<file path="src/rtl/eac_pkg.sv">
package eac_pkg;

  // Effective operation chosen from the operand signs
  typedef enum logic {
    EAC_ADD = 1'b0,
    EAC_SUB = 1'b1
  } eac_op_e;

  // Number of Kogge-Stone levels needed to span w bits
  function automatic int ks_depth(input int w);
    int d;
    d = 0;
    while ((1 << d) < w) d++;
    return d;
  endfunction

endpackage

</file>
<file path="src/rtl/eac_precond.sv">
module eac_precond
  import eac_pkg::*;
#(
  parameter int W = 129
) (
  input  logic [W-1:0] a_mag,
  input  logic         a_sign,
  input  logic [W-1:0] b_mag,
  input  logic         b_sign,
  output eac_op_e      op,
  output logic [W-1:0] prop,
  output logic [W-1:0] gen
);

  logic [W-1:0] b_eff;

  // Only operand B is ever complemented
  always_comb begin
    op    = (a_sign ^ b_sign) ? EAC_SUB : EAC_ADD;
    b_eff = (op == EAC_SUB) ? ~b_mag : b_mag;
    prop  = a_mag ^ b_eff;
    gen   = a_mag & b_eff;
  end

endmodule

</file>
<file path="src/rtl/eac_ks_tree.sv">
module eac_ks_tree
  import eac_pkg::*;
#(
  parameter int W = 129
) (
  input  logic [W-1:0] prop,
  input  logic [W-1:0] gen,
  output logic [W-1:0] grp_g,   // G[i:0]
  output logic [W-1:0] grp_p    // P[i:0]
);

  localparam int DEPTH = ks_depth(W);

  logic [DEPTH:0][W-1:0] lvl_g;
  logic [DEPTH:0][W-1:0] lvl_p;

  // Level k combines each bit with the one 2**k places below it
  always_comb begin
    lvl_g[0] = gen;
    lvl_p[0] = prop;
    for (int k = 0; k < DEPTH; k++) begin
      for (int i = 0; i < W; i++) begin
        if (i >= (1 << k)) begin
          lvl_g[k+1][i] = lvl_g[k][i] | (lvl_p[k][i] & lvl_g[k][i-(1<<k)]);
          lvl_p[k+1][i] = lvl_p[k][i] & lvl_p[k][i-(1<<k)];
        end else begin
          lvl_g[k+1][i] = lvl_g[k][i];
          lvl_p[k+1][i] = lvl_p[k][i];
        end
      end
    end
  end

  assign grp_g = lvl_g[DEPTH];
  assign grp_p = lvl_p[DEPTH];

endmodule

</file>
<file path="src/rtl/eac_fixup.sv">
module eac_fixup
  import eac_pkg::*;
#(
  parameter int W = 129
) (
  input  eac_op_e      op,
  input  logic [W-1:0] prop,
  input  logic [W-1:0] grp_g,
  input  logic [W-1:0] grp_p,
  input  logic         a_sign,
  input  logic         b_sign,
  output logic [W-1:0] mag,
  output logic         sign,
  output logic         ovf
);

  logic         cout;
  logic         wrap_cin;
  logic [W-1:0] carry;
  logic [W-1:0] raw_sum;
  logic         b_larger;
  logic         is_zero;

  always_comb begin
    cout     = grp_g[W-1];
    wrap_cin = (op == EAC_SUB) & cout;
    // End-around carry folded into the prefix results
    carry[0] = wrap_cin;
    for (int i = 1; i < W; i++) begin
      carry[i] = grp_g[i-1] | (grp_p[i-1] & wrap_cin);
    end
    raw_sum  = prop ^ carry;
    // No carry out on subtraction: B is larger, result is ~(A + ~B)
    b_larger = (op == EAC_SUB) & ~cout;
    mag      = b_larger ? ~raw_sum : raw_sum;
    is_zero  = ~|mag;
    if (op == EAC_ADD) begin
      sign = a_sign;
    end else begin
      sign = (b_larger ? b_sign : a_sign) & ~is_zero;
    end
    ovf = (op == EAC_ADD) & cout;
  end

endmodule

</file>
<file path="src/rtl/eac_adder.sv">
module eac_adder
  import eac_pkg::*;
#(
  parameter int W       = 129,
  parameter bit REG_OUT = 1'b1
) (
  input  logic         clk,
  input  logic         rst,
  input  logic [W-1:0] a_mag,
  input  logic         a_sign,
  input  logic [W-1:0] b_mag,
  input  logic         b_sign,
  output logic [W-1:0] sum_mag,
  output logic         sum_sign,
  output logic         ovf
);

  eac_op_e      op;
  logic [W-1:0] prop;
  logic [W-1:0] gen;
  logic [W-1:0] grp_g;
  logic [W-1:0] grp_p;
  logic [W-1:0] comb_mag;
  logic         comb_sign;
  logic         comb_ovf;

  eac_precond #(.W(W)) u_precond (
    .a_mag (a_mag),
    .a_sign(a_sign),
    .b_mag (b_mag),
    .b_sign(b_sign),
    .op    (op),
    .prop  (prop),
    .gen   (gen)
  );

  eac_ks_tree #(.W(W)) u_tree (
    .prop (prop),
    .gen  (gen),
    .grp_g(grp_g),
    .grp_p(grp_p)
  );

  eac_fixup #(.W(W)) u_fixup (
    .op    (op),
    .prop  (prop),
    .grp_g (grp_g),
    .grp_p (grp_p),
    .a_sign(a_sign),
    .b_sign(b_sign),
    .mag   (comb_mag),
    .sign  (comb_sign),
    .ovf   (comb_ovf)
  );

  generate
    if (REG_OUT) begin : g_reg
      always_ff @(posedge clk) begin
        if (rst) begin
          sum_mag  <= '0;
          sum_sign <= 1'b0;
          ovf      <= 1'b0;
        end else begin
          sum_mag  <= comb_mag;
          sum_sign <= comb_sign;
          ovf      <= comb_ovf;
        end
      end
    end else begin : g_comb
      assign sum_mag  = comb_mag;
      assign sum_sign = comb_sign;
      assign ovf      = comb_ovf;
    end
  endgenerate

endmodule

</file>
<file path="config.mk">
export PLATFORM = sky130hd
export DESIGN_NAME = eac_adder
export DESIGN_NICKNAME = d
export VERILOG_FILES = /design/src/rtl/eac_pkg.sv /design/src/rtl/eac_precond.sv /design/src/rtl/eac_ks_tree.sv /design/src/rtl/eac_fixup.sv /design/src/rtl/eac_adder.sv
export SDC_FILE = /design/constraint.sdc
export NUM_CORES = 1
export LEC_CHECK = 0
export BUFFER_PORTS_ARGS = -buffer_cell sky130_fd_sc_hd__buf_4
export CAP_MARGIN = 20
export CORE_MARGIN = 2
export CORE_UTILIZATION = 37
export DETAILED_ROUTE_END_ITERATION = 8
export GPL_ROUTABILITY_DRIVEN = 0
export GPL_TIMING_DRIVEN = 0
export HOLD_SLACK_MARGIN = 0.05
export PLACE_DENSITY_LB_ADDON = 0.25
export SLEW_MARGIN = 20
export SYNTH_ARGS = -nofsm -noshare
export SYNTH_HDL_FRONTEND = slang
export SYNTH_HIERARCHICAL = 1
export SYNTH_SLANG_ARGS = --single-unit
</file>
<file path="constraint.sdc">
create_clock -name clk -period 12.2 [get_ports clk]
set_input_delay 1.22 -clock clk [delete_from_list [all_inputs] [get_ports clk]]
set_output_delay 1.22 -clock clk [all_outputs]
set_load 0.01 [all_outputs]
</file>
Word level (Yosys, flattened, before mapping)
Index checks and enable logic that the tools add are counted.
{"block": "classes", "mux": 5, "bitwise_logic": 2598, "n_reduce_logical": 1}
{"cell": "$and A1 B1 Y1", "count": 1685}
{"cell": "$or A1 B1 Y1", "count": 905}
{"cell": "$mux W129", "count": 2}
{"cell": "$not A129 Y129", "count": 2}
{"cell": "$xor A129 B129 Y129", "count": 2}
{"cell": "$and A129 B129 Y129", "count": 1}
{"cell": "$reduce_or A129 Y1", "count": 1}
{"cell": "$mux W1", "count": 3}
{"cell": "$not A1 Y1", "count": 2}
{"cell": "$xor A1 B1 Y1", "count": 1}
{"block": "totals", "out_inout_bits": 131, "register_bits": 131, "elab_cells": 2607}

Logic depth before layout (Yosys ltp)
Gate-level depths: netlist of the first run.
{"block": "logic_depth", "ltp_word": 28, "ltp_mapped": 27}

Modules after synthesis
Netlist of the first run, hierarchy kept.
{"module": "eac_ks_tree", "cells_each": 1185, "n_inst": 1, "area_each_um2": 6298.5}
{"module": "eac_precond", "cells_each": 288, "n_inst": 1, "area_each_um2": 4862.2}
{"module": "eac_fixup", "cells_each": 615, "n_inst": 1, "area_each_um2": 3771.1}
{"module": "eac_adder", "cells_each": 276, "n_inst": 1, "area_each_um2": 3514.6}

Worst setup path before layout of the first run
No wires, ideal clock.
{"block": "synth_timing", "path_type": "input to register", "from": "input port b_sign", "to": "register sum_sign", "t_arrival_ns": 6.462, "cell_stages": 24, "n_path_buf": 2, "setup_slack_ns": 5.620, "setup_ns": 0.118, "required_time_ns": 12.082, "path_cell_list": "buf_2 -> buf_2 -> xor3_1 -> ha_1 -> nand4_2 -> or3_2 -> or4_4 -> or4_4 -> or3_4 -> nor2_4 -> and3_4 -> and3_4 -> nand2_4 -> nor3_2 -> nand2b_1 -> a21oi_1 -> a21oi_1 -> xor2_1 -> nor4_1 -> nand4_1 -> nor4_1 -> a32o_1 -> o21ai_1 -> nor2b_1"}
{"element": "from (decl)", "line": "eac_adder.sv:12", "rtl": "input logic b_sign,"}
{"element": "$xor A1 B1 Y1 (*)", "line": "eac_precond.sv:19", "rtl": "op = (a_sign ^ b_sign) ? EAC_SUB : EAC_ADD;"}
{"element": "$mux W1 (*)", "line": "eac_precond.sv:19"}
{"element": "$mux W129 (*)", "line": "eac_precond.sv:20", "rtl": "b_eff = (op == EAC_SUB) ? ~b_mag : b_mag;"}
{"element": "$xor A129 B129 Y129 (*)", "line": "eac_precond.sv:21", "rtl": "prop = a_mag ^ b_eff;"}
{"element": "net prop[25]", "line": "eac_adder.sv:19", "rtl": "logic [W-1:0] prop;"}
{"element": "$and A1 B1 Y1 (*) (7 in a row)", "line": "eac_ks_tree.sv:25", "rtl": "lvl_p[k+1][i] = lvl_p[k][i] & lvl_p[k][i-(1<<k)];"}
{"element": "net grp_p[77]", "line": "eac_adder.sv:22", "rtl": "logic [W-1:0] grp_p;"}
{"element": "$and A1 B1 Y1 (*)", "line": "eac_fixup.sv:30", "rtl": "carry[i] = grp_g[i-1] | (grp_p[i-1] & wrap_cin);"}
{"element": "$or A1 B1 Y1 (*)", "line": "eac_fixup.sv:30"}
{"element": "$xor A129 B129 Y129 (*)", "line": "eac_fixup.sv:32", "rtl": "raw_sum = prop ^ carry;"}
{"element": "$not A129 Y129", "line": "eac_fixup.sv:35", "rtl": "mag = b_larger ? ~raw_sum : raw_sum;"}
{"element": "$mux W129 (*)", "line": "eac_fixup.sv:35"}
{"element": "$reduce_or A129 Y1 (*)", "line": "eac_fixup.sv:36", "rtl": "is_zero = ~|mag;"}
{"element": "$and A1 B1 Y1 (*)", "line": "eac_fixup.sv:40", "rtl": "sign = (b_larger ? b_sign : a_sign) & ~is_zero;"}
{"element": "$mux W1 (*)", "line": "eac_fixup.sv:37", "rtl": "if (op == EAC_ADD) begin"}
{"element": "net comb_sign", "line": "eac_adder.sv:24", "rtl": "logic comb_sign;"}
{"element": "to (signal assigned)", "line": "eac_adder.sv:65", "rtl": "sum_sign <= comb_sign;"}
{"element": "to (decl)", "line": "eac_adder.sv:14", "rtl": "output logic sum_sign,"}
Mark *: on every way through the listed nets, which the timed path passes. The rest lies on a longest branch.
A chain may end at the register's enable or synchronous reset.

Final worst setup path of the first run
{"block": "layout_timing", "from": "input port b_sign", "to": "register sum_sign"}
{"element": "$xor A1 B1 Y1 (*)", "line": "eac_precond.sv:19"}
{"element": "$mux W1 (*)", "line": "eac_precond.sv:19"}
{"element": "$mux W129 (*)", "line": "eac_precond.sv:20"}
{"element": "$xor A129 B129 Y129 (*)", "line": "eac_precond.sv:21"}
{"element": "net prop[25]", "line": "eac_adder.sv:19"}
{"element": "$and A1 B1 Y1 (*) (3 in a row)", "line": "eac_ks_tree.sv:25"}
{"element": "$and A1 B1 Y1 (on tied branches)", "line": "eac_ks_tree.sv:24, eac_ks_tree.sv:25"}
{"element": "$or A1 B1 Y1 (tied with other cells)", "line": "eac_ks_tree.sv:24", "rtl": "lvl_g[k+1][i] = lvl_g[k][i] | (lvl_p[k][i] & lvl_g[k][i-(1<<k)]);"}
{"element": "[... 2 more ...]"}
{"element": "net grp_g[32]", "line": "eac_adder.sv:21", "rtl": "logic [W-1:0] grp_g;"}
{"element": "[... 2 more ...]"}
{"element": "net grp_g[96]", "line": "eac_adder.sv:21"}
{"element": "$or A1 B1 Y1 (*)", "line": "eac_fixup.sv:30"}
{"element": "$xor A129 B129 Y129 (*)", "line": "eac_fixup.sv:32"}
{"element": "$not A129 Y129", "line": "eac_fixup.sv:35"}
{"element": "$mux W129 (*)", "line": "eac_fixup.sv:35"}
{"element": "$reduce_or A129 Y1 (*)", "line": "eac_fixup.sv:36"}
{"element": "$and A1 B1 Y1 (*)", "line": "eac_fixup.sv:40"}
{"element": "$mux W1 (*)", "line": "eac_fixup.sv:37"}
{"element": "net comb_sign", "line": "eac_adder.sv:24"}
Marked as above.

==> results of run 1 <==
## worst paths after layout
kind | from | cells past startpoint | slack [ns] | end
worst min-delay path | rst | 2 | 1.04 | sum_mag[33]$_SDFF_PP0_
worst max-delay path | b_sign | 26 | 2.50 | sum_sign$_SDFF_PP0_
## placed cells by master, fill, tap and decap left out, types with 36 or more instances in the layout
cell	count
a21oi_1	449
buf_4	409
nand2_1	173
nor2_1	146
nor2b_1	143
o21ai_0	137
nand2b_1	133
dfxtp_1	131
xor2_1	131
xor3_1	129
ha_1	129
inv_1	108
nand4_1	90
buf_2	58
a21o_1	46
nor4_1	43
o21bai_1	39
nor3_1	36
## area by class of cell
cell class | count | area share [%]
Timing Repair Buffer | 391 | 12.9
Buffer | 107 | 2.63
Clock inverter | 14 | 0.577
Sequential cell | 131 | 11.5
Inverter | 108 | 1.78
Multi-Input combinational cell | 2017 | 65.1
Tap cell | 664 | 3.65
Clock buffer | 18 | 1.88
## worst max-delay path, stage by stage
cell      delay (ns)
buf_4           0.13
buf_2           0.45
buf_2           0.32
xor3_1          0.44
ha_1            0.55
nand4_1         0.23
nor2_1          0.29
nand2_1         0.08
o21ai_0         0.61
a221o_1         0.35
a32oi_1         0.15
o31ai_1         0.73
a21oi_1         0.35
o211ai_1        0.50
buf_4           0.27
buf_2           0.41
nand2b_1        0.10
a21oi_1         0.17
a21oi_1         0.07
xor2_1          0.24
nor4_1          0.74
nand4_1         0.40
nor4_1          0.72
a32o_1          0.28
o21ai_1         0.06
nor2b_1         0.13
## registers in the layout, summed over array words and instances (netlist names)
| name | count |
|---|---|
| sum_sign | 1 |
| ovf | 1 |
| sum_mag | 129 |
## report_power, final
| part | switching, mW | leakage, nW | internal [mW] |
|---|---|---|---|
| logic | 1.37 | 9.52 | 0.890 |
| clock network | 0.221 | 0.263 | 0.281 |
| registers | 0.0467 | 1.09 | 0.561 |
| total | 1.63 | 10.9 | 1.73 |
## per-layer routing
metal | vias up | part of all wire, % | global-route usage, %
met5 | - | 0 | 0
met4 | 0 | 4.8 | 13.8
met3 | 247 | 10 | 5.37
met2 | 1284 | 44 | 46.9
met1 | 9305 | 41 | 39.5
li1 | 9290 | - | -
==> metrics.md, run 1 <==
| Metric | Value |
|---|---|
| Outcome | finished, final reports clean |
| Finished layout cell area | 22,800 sq um |
| Startpoint class of the critical path | primary input |
| Setup total negative slack | 0 ns |
| P_leak | 10.9 nW |
| Measured slew at the worst slew-check pin | approximately 1.1 ns |
| Via-per-instance ratio | around 5.8 |
| Multi-input gate area in the final layout | between 10,000 and 15,000 sq um |
| Pins over their slew limit | 0 |
| Maximum clock path buffer count | 2 |
| Post-placement cell area | 22,200 sq um |
| Cell area after synthesis | 18,400 sq um |
| Instance count after placement with tap cells included | 3,418 |
| P&R area growth vs syn | 23.5% |
| Post-CTS setup buffer count | 0 |
| Synthesized instance count | 2,363 |
| Number of hold buffers added after cts | 0 |
| Number of clock sinks seen by CTS | 131 |
| Layout fillers | 4,949 |
| Antenna Nets Post-Route | 0 |
| RSZ-0062 raised after global routing | false |
| Synthesized area per cell | 7.80 sq um |
| Detailed-route DRC error count | 0 |
| Wire length reported by the detailed router | 79.3 mm |
| First-pass GRT wire length | 115 mm |
| Final Core Density | 46.4% |
| All-layer global routing usage | between 20 and 30% |
| Diode insertion count for antenna repair | 0 |
| Cell chosen for the clock root | clkbuf_16 |
| Final worst-path setup slack | 2.50 ns |
| Starting Density | 37.6% |
| Number of cells in the finished layout apart from fillers | 3,450 |
| Minimum setup slack after placement | 2.21 ns |
| Start-to-end type of the worst setup path | in2reg |
| Antenna violations before repair | 0 |
| Critical path data required time | 12.55 ns |
| Count of input and output buffers | ~390 |
| Power density of the placed cells | 148 nW/um^2 |
| Worst slew margin | 25.4% |
| Number of top-level pins | 393 |
| Vias in the first global route | 19.3k |
| Via count | 20.1k |
| Site row count | 81 |
| Data arrival time of the critical path | approximately 10 ns |
| Largest fanout of any net on the critical path | 10 |
| HPWL after detailed placement | 64.6 mm |
| Fin Hold WS | about 1.0 ns |
| Die X-Extent | 227 um |
| Area of the die | 51,600 sq um |
| Endpoints failing setup | 0 |
| Remaining global-route overflow | 0 |
| Max rail drop VDD | 129 uV |
| Average routed wire per standard cell | 23.0 um |
| CORE AREA | 49,100 sq um |
| Final min period | 9.70 ns |
| Min-Delay Path Class | in2reg |
| Clock tree from TritonCTS | done |
| Clock slew at reported path FFs | approximately 0.070 ns |
| Count of nets after finishing | approximately 3.2k |
| Total of cells resized after clock tree synthesis | 0 |
| Share of post-route cells with drive strength above 1 | 19.5% |
| Highest Clock Rate | 103 MHz |
| FF+latch area | 2620 sq um |
| Syn. warnings | 6 |
| Largest net degree at the start of global routing | 17 |
| Final clock period utilization by the worst path | 79.5% |
| Final-report hold violation count | 0 |
| CP Capture Type | register |
| Starting DRT DRC Count | 2,275 |
| Deepest level of the CTS H-tree | 4 |
| Synth Net Count | 2,754 |
| Vertical extent of the die | ~230 um |
| Max Cap Viol | 0 |
| Tot Pwr | 3.37 mW |
| Iteration count of the initial detailed-routing pass | 7 |
| Total clock buffers created by CTS | 17 |
Power figures use the tool's default switching activity.
==> run 2, diff against run 1 <==
Clock period 12.2 ns to 9.46 ns, I/O delays scaled along.
==> metrics.md, run 2 (same netlist as run 1, synthesis figures left out) <==
| Metric | Value |
|---|---|
| Number of top-level pins | 393 (unchanged) |
| First-pass GRT wire length | 115 mm (unchanged) |
| Area of the die | 51,600 sq um (unchanged) |
| Final-report hold violation count | 0 (unchanged) |
| Antenna violations before repair | 0 (unchanged) |
| Total clock buffers created by CTS | 17 (unchanged) |
| Largest net degree at the start of global routing | 17 (unchanged) |
| Min-Delay Path Class | in2reg |
| Cell chosen for the clock root | clkbuf_16 |
| Start-to-end type of the worst setup path | in2reg |
| Instance count after placement with tap cells included | 3,418 (unchanged) |
| CP Capture Type | register |
| Wire length reported by the detailed router | 79.2 mm (-0.12%) |
| HPWL after detailed placement | 64.6 mm (unchanged) |
| Pins over their slew limit | 0 (unchanged) |
| Max Cap Viol | 0 (unchanged) |
| Deepest level of the CTS H-tree | 4 (unchanged) |
| Destination of the worst hold path | sum_mag[33]$_SDFF_PP0_ |
| Final Core Density | 46.4% (about the same) |
| Worst hold path cell count | 2 (unchanged) |
| CORE AREA | 49,100 sq um (unchanged) |
| Number of clock sinks seen by CTS | 131 (unchanged) |
| Maximum clock path buffer count | 2 (unchanged) |
| Most common library cell in the layout ignoring fill and taps | a21oi_1 |
| Worst slew margin | 24.6% (-0.80 points) |
| Iteration count of the initial detailed-routing pass | 7 (unchanged) |
| Clock tree from TritonCTS | done |
| Clock slew at reported path FFs | 0.07 ns (about the same) |
| Vertical extent of the die | 227 um (unchanged) |
| Post-CTS setup buffer count | 0 (unchanged) |
| Number of hold buffers added after cts | 0 (unchanged) |
| Largest registers | sum_mag x129, ovf x1, sum_sign x1 |
| Final min period | 9.30 ns |
| Startpoint class of the critical path | primary input |
| Count of nets after finishing | 3,164 (unchanged) |
| Starting DRT DRC Count | 2,274 (-0.044%) |
| Endpoints failing setup | 0 (unchanged) |
| RSZ-0062 raised after global routing | false |
| Vias in the first global route | 19.3k (unchanged) |
| Average routed wire per standard cell | 23.0 um (-0.12%) |
| Multi-input gate area in the final layout | 14,800 sq um (about the same) |
| Layout fillers | 4,948 (-0.020%) |
| Highest Clock Rate | 107 MHz |
| Via count | 20.0k (-0.54%) |
| Max rail drop VDD | 166 uV (+29%) |
| Leading cell types in the layout, fill and taps excluded | a21oi_1 (449), buf_4 (409), nand2_1 (173) |
| Flip-flop count of the largest register, all copies and words added | 129 (unchanged) |
| Antenna Nets Post-Route | 0 (unchanged) |
| All-layer global routing usage | 29.7% (unchanged) |
| Die X-Extent | 227 um (unchanged) |
| Outcome | finished, final reports clean |
| Number of cells in the finished layout apart from fillers | 3,450 (unchanged) |
| Startpoint of the lowest-slack hold path | rst |
| Largest fanout of any net on the critical path | 10 (unchanged) |
| Measured slew at the worst slew-check pin | 1.12 ns (+0.00247 ns) |
| Power density of the placed cells | 191 nW/um^2 (+29%) |
| Critical path data required time | 9.82 ns (-2.73 ns) |
| Data arrival time of the critical path | 9.66 ns (-0.39 ns) |
| FF+latch area | 2620 sq um (unchanged) |
| Total of cells resized after clock tree synthesis | 0 (unchanged) |
| Share of post-route cells with drive strength above 1 | 19.5% (+0.036 points) |
| P_leak | 10.9 nW (about the same) |
| Site row count | 81 (unchanged) |
| Via-per-instance ratio | 5.80 (-0.54%) |
| Detailed-route DRC error count | 0 (unchanged) |
| Final clock period utilization by the worst path | just under 100% |
| Largest register by flop count | sum_mag |
| Count of input and output buffers | 391 (unchanged) |
| Remaining global-route overflow | 0 (unchanged) |
| Starting Density | 37.6% (unchanged) |
| P&R area growth vs syn | 23.5% (about the same) |
| Diode insertion count for antenna repair | 0 (unchanged) |
| Tot Pwr | 4.34 mW (+29%) |
run 2: cell counts in the layout (fill, tap and decap cells not counted):
No cell type changed its count.
run 2: per-layer routing:
layer | global-route usage (%) | wire (um) | vias to the layer above
li1 | - | - | 9279
met1 | 39.5 | 32800 | 9215
met2 | 46.9 | 34900 | 1290
met3 | 5.37 | 7930 | 233
met4 | 13.8 | 3600 | 0
met5 | 0 | 0 | -
run 2: through the flow:
step	cell area [sq um]	setup TNS [ns]	hold WS (ns)	setup WS [ns]
global route	22800	0	0.772	0.00814
CTS	22800	0	0.740	0.231
global placement	22200	-0.205	1.24	-0.205
floorplan	18400	0	1.15	3.15
detailed placement	22200	-0.253	1.25	-0.253
finish	22800	0	0.766	0.155
run 2: report_power, final:
group | internal, mW | switching, mW | total (mW) | leakage, nW
logic | 1.15 | 1.76 | 2.91 | 9.52
clock network | 0.363 | 0.285 | 0.648 | 0.263
registers | 0.724 | 0.0601 | 0.784 | 1.09
total | 2.23 | 2.11 | 4.34 | 10.9
run 2: final cells by class:
cell class | instances | area share [%]
multi-input cells | 2017 | 65.1
repair buffers | 391 | 12.9
flip-flops and latches | 131 | 11.5
well taps | 664 | 3.65
plain buffers | 107 | 2.63
clock buffers | 18 | 1.88
inverters | 108 | 1.78
clock inverters | 14 | 0.577
run 2: worst max path at each step:
stage          cells past startpoint    from                  end
5_1_grt                           26  b_sign  sum_sign$_SDFF_PP0_
3_5_place_dp                      26  b_sign  sum_sign$_SDFF_PP0_
2_1_floorplan                     24  b_sign  sum_sign$_SDFF_PP0_
4_1_cts                           26  b_sign  sum_sign$_SDFF_PP0_
3_3_place_gp                      26  b_sign  sum_sign$_SDFF_PP0_
6_report                          26  b_sign  sum_sign$_SDFF_PP0_
run 2: critical path: stages:
cell      delay [ns]
buf_4           0.13
buf_2           0.45
buf_2           0.32
xor3_1          0.44
ha_1            0.54
nand4_1         0.23
nor2_1          0.29
nand2_1         0.08
o21ai_0         0.60
a221o_1         0.35
a32oi_1         0.15
o31ai_1         0.74
a21oi_1         0.35
o211ai_1        0.50
buf_4           0.27
buf_2           0.41
nand2b_1        0.10
a21oi_1         0.15
a21oi_1         0.08
xor2_1          0.18
nor4_2          0.65
nand4_1         0.42
nor4_1          0.76
a32o_1          0.28
o21ai_1         0.06
nor2b_1         0.13
